### src/rtl/crc_pkg.sv
package crc_pkg;

    typedef enum logic [1:0] {
        MODE_IDX_UC = 2'd0,
        MODE_IDX_C  = 2'd1,
        MODE_VBIT   = 2'd2,
        MODE_HALT   = 2'd3
    } prod_mode_e;

    localparam int A_PROD_UC = 0;
    localparam int A_PROD_C  = 1;
    localparam int A_CONS    = 2;
    localparam int A_THRESH  = 3;
    localparam int A_MODE    = 4;
    localparam int A_STATUS  = 5;
    localparam int A_FILL    = 6;

endpackage

### src/rtl/crc_slot_store.sv
module crc_slot_store #(
    parameter int IDX_W  = 3,
    parameter int VERB_W = 8,
    parameter int PAY_W  = 32
) (
    input  logic              clk,
    input  logic              rst_n,
    input  logic              wr_en,
    input  logic [IDX_W-1:0]  wr_slot,
    input  logic [VERB_W-1:0] wr_verb,
    input  logic [PAY_W-1:0]  wr_pay,
    input  logic [IDX_W-1:0]  rd_slot,
    output logic [VERB_W-1:0] rd_verb,
    output logic [PAY_W-1:0]  rd_pay
);
    localparam int SLOTS = 1 << IDX_W;

    logic [VERB_W-1:0] verb_q [SLOTS];
    logic [PAY_W-1:0]  pay_q  [SLOTS];

    for (genvar g = 0; g < SLOTS; g++) begin : g_slot
        always_ff @(posedge clk) begin
            if (!rst_n) begin
                verb_q[g] <= '0;
                pay_q[g]  <= '0;
            end else if (wr_en && wr_slot == IDX_W'(g)) begin
                verb_q[g] <= wr_verb;
                pay_q[g]  <= wr_pay;
            end
        end
    end

    assign rd_verb = verb_q[rd_slot];
    assign rd_pay  = pay_q[rd_slot];
endmodule

### src/rtl/crc_avail.sv
module crc_avail
    import crc_pkg::*;
#(
    parameter int IDX_W  = 3,
    parameter int VERB_W = 8
) (
    input  prod_mode_e        mode,
    input  logic [IDX_W-1:0]  cons_slot,
    input  logic              cons_phase,
    input  logic [IDX_W-1:0]  prod_slot,
    input  logic [VERB_W-1:0] head_verb,
    output logic              take
);
    localparam int VBIT_POS = VERB_W - 1;

    always_comb begin
        unique case (mode)
            MODE_IDX_UC, MODE_IDX_C: take = (cons_slot != prod_slot);
            MODE_VBIT:               take = (head_verb[VBIT_POS] == ~cons_phase);
            default:                 take = 1'b0;
        endcase
    end
endmodule

### src/rtl/cmd_ring_consumer.sv
module cmd_ring_consumer
    import crc_pkg::*;
#(
    parameter int IDX_W  = 3,
    parameter int VERB_W = 8,
    parameter int PAY_W  = 32,
    parameter int REG_W  = 8,
    parameter int ADDR_W = 3
) (
    input  logic              clk,
    input  logic              rst_n,
    input  logic              reg_we,
    input  logic [ADDR_W-1:0] reg_addr,
    input  logic [REG_W-1:0]  reg_wdata,
    output logic [REG_W-1:0]  reg_rdata,
    input  logic              ent_we,
    input  logic [IDX_W-1:0]  ent_slot,
    input  logic [VERB_W-1:0] ent_verb,
    input  logic [PAY_W-1:0]  ent_payload,
    output logic              out_valid,
    output logic [IDX_W-1:0]  out_slot,
    output logic [VERB_W-1:0] out_verb,
    output logic [PAY_W-1:0]  out_payload,
    output logic              irq
);
    localparam int FULL_W = IDX_W + 1;

    typedef struct packed {
        logic              cph;
        logic [IDX_W-1:0]  ci;
        logic              pph;
        logic [IDX_W-1:0]  pi;
        logic [IDX_W-1:0]  thr;
        prod_mode_e        mode;
        logic              irq;
        logic              ov;
        logic [IDX_W-1:0]  oslot;
        logic [VERB_W-1:0] overb;
        logic [PAY_W-1:0]  opay;
    } state_t;

    state_t s_d, s_q;

    logic [VERB_W-1:0] head_verb;
    logic [PAY_W-1:0]  head_pay;
    logic              take;
    logic [FULL_W-1:0] ci_full;
    logic [FULL_W-1:0] pi_full;
    logic [1:0]        mode_bits;
    logic [IDX_W-1:0]  fill_now;
    logic [IDX_W-1:0]  fill_after;

    assign ci_full   = {s_q.cph, s_q.ci};
    assign pi_full   = {s_q.pph, s_q.pi};
    assign mode_bits = s_q.mode;
    assign fill_now  = s_q.pi - s_q.ci;

    crc_slot_store #(.IDX_W(IDX_W), .VERB_W(VERB_W), .PAY_W(PAY_W)) u_store (
        .clk     (clk),
        .rst_n   (rst_n),
        .wr_en   (ent_we),
        .wr_slot (ent_slot),
        .wr_verb (ent_verb),
        .wr_pay  (ent_payload),
        .rd_slot (s_q.ci),
        .rd_verb (head_verb),
        .rd_pay  (head_pay)
    );

    crc_avail #(.IDX_W(IDX_W), .VERB_W(VERB_W)) u_avail (
        .mode       (s_q.mode),
        .cons_slot  (s_q.ci),
        .cons_phase (s_q.cph),
        .prod_slot  (s_q.pi),
        .head_verb  (head_verb),
        .take       (take)
    );

    always_comb begin
        s_d        = s_q;
        s_d.ov     = 1'b0;
        fill_after = '0;
        if (reg_we) begin
            case (reg_addr)
                ADDR_W'(A_PROD_UC): if (s_q.mode == MODE_IDX_UC) {s_d.pph, s_d.pi} = reg_wdata[FULL_W-1:0];
                ADDR_W'(A_PROD_C):  if (s_q.mode == MODE_IDX_C)  {s_d.pph, s_d.pi} = reg_wdata[FULL_W-1:0];
                ADDR_W'(A_THRESH):  s_d.thr  = reg_wdata[IDX_W-1:0];
                ADDR_W'(A_MODE):    s_d.mode = prod_mode_e'(reg_wdata[1:0]);
                ADDR_W'(A_STATUS):  if (reg_wdata[0]) s_d.irq = 1'b0;
                default: ;
            endcase
        end
        if (take) begin
            s_d.ov             = 1'b1;
            s_d.oslot          = s_q.ci;
            s_d.overb          = head_verb;
            s_d.opay           = head_pay;
            {s_d.cph, s_d.ci}  = ci_full + FULL_W'(1);
            if (s_q.mode == MODE_VBIT) begin
                s_d.pph = s_d.cph;
                s_d.pi  = s_d.ci;
            end
            fill_after = s_d.pi - s_d.ci;
            if (fill_after <= s_q.thr) s_d.irq = 1'b1;
        end
    end

    always_ff @(posedge clk) begin
        if (!rst_n) s_q <= '0;
        else        s_q <= s_d;
    end

    always_comb begin
        reg_rdata = '0;
        case (reg_addr)
            ADDR_W'(A_PROD_UC), ADDR_W'(A_PROD_C): reg_rdata[FULL_W-1:0] = pi_full;
            ADDR_W'(A_CONS):   reg_rdata[FULL_W-1:0] = ci_full;
            ADDR_W'(A_THRESH): reg_rdata[IDX_W-1:0]  = s_q.thr;
            ADDR_W'(A_MODE):   reg_rdata[1:0]        = mode_bits;
            ADDR_W'(A_STATUS): reg_rdata[0]          = s_q.irq;
            ADDR_W'(A_FILL):   reg_rdata[IDX_W-1:0]  = fill_now;
            default: ;
        endcase
    end

    assign out_valid   = s_q.ov;
    assign out_slot    = s_q.oslot;
    assign out_verb    = s_q.overb;
    assign out_payload = s_q.opay;
    assign irq         = s_q.irq;
endmodule

### config.mk
export PLATFORM = sky130hd
export DESIGN_NAME = cmd_ring_consumer
export DESIGN_NICKNAME = d
export VERILOG_FILES = /design/src/rtl/crc_pkg.sv /design/src/rtl/crc_slot_store.sv /design/src/rtl/crc_avail.sv /design/src/rtl/cmd_ring_consumer.sv
export SDC_FILE = /design/constraint.sdc
export NUM_CORES = 1
export LEC_CHECK = 0
export BUFFER_PORTS_ARGS = -buffer_cell sky130_fd_sc_hd__buf_2
export CORE_UTILIZATION = 45
export CTS_BUF_LIST = sky130_fd_sc_hd__clkbuf_4
export DETAILED_ROUTE_END_ITERATION = 10
export SLEW_MARGIN = 20
export SYNTH_ARGS = -nofsm -noshare
export SYNTH_HDL_FRONTEND = slang
export SYNTH_SLANG_ARGS = --single-unit
### constraint.sdc
create_clock -name clk -period 4.34 [get_ports clk]
set_input_delay 0.651 -clock clk [delete_from_list [all_inputs] [get_ports clk]]
set_output_delay 0.651 -clock clk [all_outputs]
set_load 0.005 [all_outputs]
==> results_dict.tcl <==
set metrics [dict create \
    syn_inst 1183 \
    cts_resized 0 \
    htreeDepth 3 \
    start_util 0.459 \
    hold_buffers 0 \
    path_buf_inv 1 \
    yosysUniqueCellTypes 47 \
    synth_edf_count 320 \
    path_max_fanout 8 \
    reg2reg_depth 12 \
    synth_top_cell_by_area "edfxtp_1" \
    first_pass_iters 5 \
    clkLatencyLatePin_ns 0.77 \
    overflow 0 \
    grt_usage 0.217 \
    hold_path_end "s_q[49]$_SDFFE_PN0P_" \
    fin_util 0.517 \
    ys_seq_area_frac 0.625 \
    pre_cts_ws_ns 0.837 \
    ys.flop_type "edfxtp_1" \
    cp.required_ns 3.69 \
    crit_chain "ha_1, fa_1, xor2_1, nand2_1, xor2_1, o21ai_0, a21o_1, buf_2" \
    ys_ff_latch 381 \
    grt_pass1_wl_um 62000 \
    setup_viol 0 \
    critPathMaxStageDelay_ns 0.40 \
    fmax_mhz 316 \
    period_minus_slack_ns 3.16 \
    clkTransAtPathRegs_ns 0.07 \
    cts_sinks 381 \
    min_from "reg_wdata[2]" \
    rr_startpoint "mode_bits[1]$_SDFFE_PN0P_" \
    critPathTopFamily "adder cells" \
    port_buffers 102 \
    period_share 0.728 \
    rsz0062_at_grt "false" \
    ant_nets 0 \
    synthTopCellsByCount "and2_1, edfxtp_1, mux4_2" \
    final_cell_area_um2 19500 \
    dpl_cell_area_um2 18100 \
    std_cell_rows 71 \
    dp_hpwl_um 21400 \
    finalMaxSlewViolations 0 \
    worst_pin_slew_ns 0.930 \
    core-area_um2 37800 \
    cap_violations 0 \
    yosys_warnings 0 \
    gp_congestion 0.772 \
    cts-root-buf "clkbuf_4" \
    power.leakage_nw 7.43 \
    vias 9947 \
    area_delta_synth_final_pct 12.7 \
    cts_setup_buffers 0 \
    fin_worst_skew_ns 0.0308 \
    layout.cells.non_filler 1885 \
    drt_iter0_markers 578 \
    nets 1354 \
    antenna_found_initial 6 \
    setup-tns-final_ns 0 \
    crit_top_cell "xor2_1" \
    die_y_um 198 \
    ir_drop_mv 0.223 \
    post_drt_wl_per_cell_um 21.7 \
    io_pins 111 \
    crit_type "flop to primary output" \
    syn-cell-area_um2 17300 \
    die_w_um 198 \
    maxSlewHeadroom 0.380 \
    power.density_nw_per_um2 492 \
    drc 0 \
    cts_inserted_buffers 99 \
    synthArstFlopShare 0 \
    die_area_um2 39300 \
    cts_max_path_buffers 3 \
    hold_class "primary input to flop" \
    wl_um 40900 \
    synth_area_per_cell_um2 14.6 \
    endpoint_kind "primary output" \
    crit_arrival_ns 2.51 \
    placed_cells 1697 \
    drive_above_1_share 0.293 \
    grt_max_degree 66 \
    reg2reg_setup_slack_ns 1.26 \
    r2r-end "irq$_SDFF_PN0_" \
    yosysMostFrequentCell "and2_1" \
    vias_per_cell 5.28 \
    netlist_top_cells_area "edfxtp_1, and2_1, mux4_2" \
    status "completed" \
    hold_depth 3 \
    cts_tree "built" \
    synth_top_cell_area_share 0.555 \
    setup_slack_ns 1.18 \
    slowest_stage "dfxtp_1" \
    grt_pass1_vias 10300 \
    hold_viol 0 \
    start_kind "flop" \
]
[layout make-up]
class	instances	area [um^2]
antenna	4	10.0
clock buffer	161	1210
clock inverter	23	169
fill	3262	18200
inverter	10	37.5
multi-input combinational	666	5890
sequential	381	10800
tap	511	639
timing repair buffer	129	726
[worst max path at each step]
stage / cells past startpoint / endpoint / startpoint / slack (ns)
floorplan: 2 / u_store.pay_q[0][0]$_SDFFCE_PN0P_ / ent_slot[2] / 0.006
global placement: 13 / irq$_SDFF_PN0_ / reg_addr[1] / 0.90
detailed placement: 13 / irq$_SDFF_PN0_ / reg_addr[1] / 0.84
CTS: 8 / reg_rdata[2] / ci_full[0]$_SDFFE_PN0P_ / 1.08
global route: 8 / reg_rdata[2] / ci_full[0]$_SDFFE_PN0P_ / 0.96
finish: 8 / reg_rdata[2] / ci_full[0]$_SDFFE_PN0P_ / 1.18
[per-layer routing]
metal / GRT usage / up-vias / share of wire
met1: 0.275 / 5041 / 0.43
li1: - / 4592 / -
met3: 0.0429 / 58 / 0.048
met4: 0.0804 / 4 / 0.018
met5: 0 / - / 0.00061
met2: 0.368 / 252 / 0.51
[kinds of logic (layout without fill, tap and decap cells)]
family | after synthesis | count (layout) | share of synthesized area
muxes | 137 | 137 | 0.137
other | 1 | 8 | 0.000217
DFF | 381 | 381 | 0.625
adders and majority gates | 9 | 9 | 0.00737
AOI/OAI and AO/OA | 119 | 119 | 0.0487
xor gates and xnor gates | 7 | 7 | 0.00354
and+or+nand+nor | 390 | 390 | 0.135
buffers and inverters | 139 | 323 | 0.0431
[sequential cells by signal (all words and copies together), names as in the netlist, 2 cells and up, named ones only]
name	flops
out_slot	3
u_store.pay_q	256
u_store.verb_q	64
out_payload	32
ci_full	4
mode_bits	2
pi_full	4
s_q	3
out_verb	8
[layout by cell type (no fill, tap or decap), types with 6 or more instances in the layout]
| master | netlist | layout |
|---|---|---|
| buf_2 | 5 | 102 |
| o211a_1 | 39 | 39 |
| dfxtp_1 | 61 | 58 |
| edfxtp_1 | 320 | 320 |
| o21ai_4 | 0 | 6 |
| clkbuf_4 | 0 | 161 |
| clkinv_1 | 0 | 16 |
| nand3_1 | 7 | 7 |
| nor2_2 | 0 | 6 |
| ha_1 | 7 | 7 |
| and2_1 | 322 | 322 |
| nor2_1 | 21 | 14 |
| o21ai_0 | 55 | 49 |
| buf_4 | 50 | 26 |
| mux4_2 | 79 | 79 |
| mux2i_1 | 52 | 52 |
| nand2_1 | 17 | 17 |
| inv_1 | 10 | 10 |
| a21oi_1 | 6 | 6 |
| nand2b_1 | 7 | 7 |
[power by group]
part           switching (mW)  leakage (nW)  total, mW  internal [mW]
Clock                    1.45         0.824       3.30           1.85
Sequential              0.178          3.60       4.49           4.32
Combinational           0.966          3.01       1.82          0.856
Total                    2.59          7.43       9.61           7.02
[worst min-delay path, stage by stage]
cell and delay, ns:
buf_2 0.10, mux2i_1 0.06, nor2_1 0.08
[metrics by stage]
stage	power (mW)	hold slack (ns)
floorplan	5.96	0.435
global placement	6.41	0.443
detailed placement	6.44	0.445
CTS	9.77	0.127
global route	10.1	0.170
finish	9.61	0.192
No activity file was read; power rests on OpenSTA's default activity.
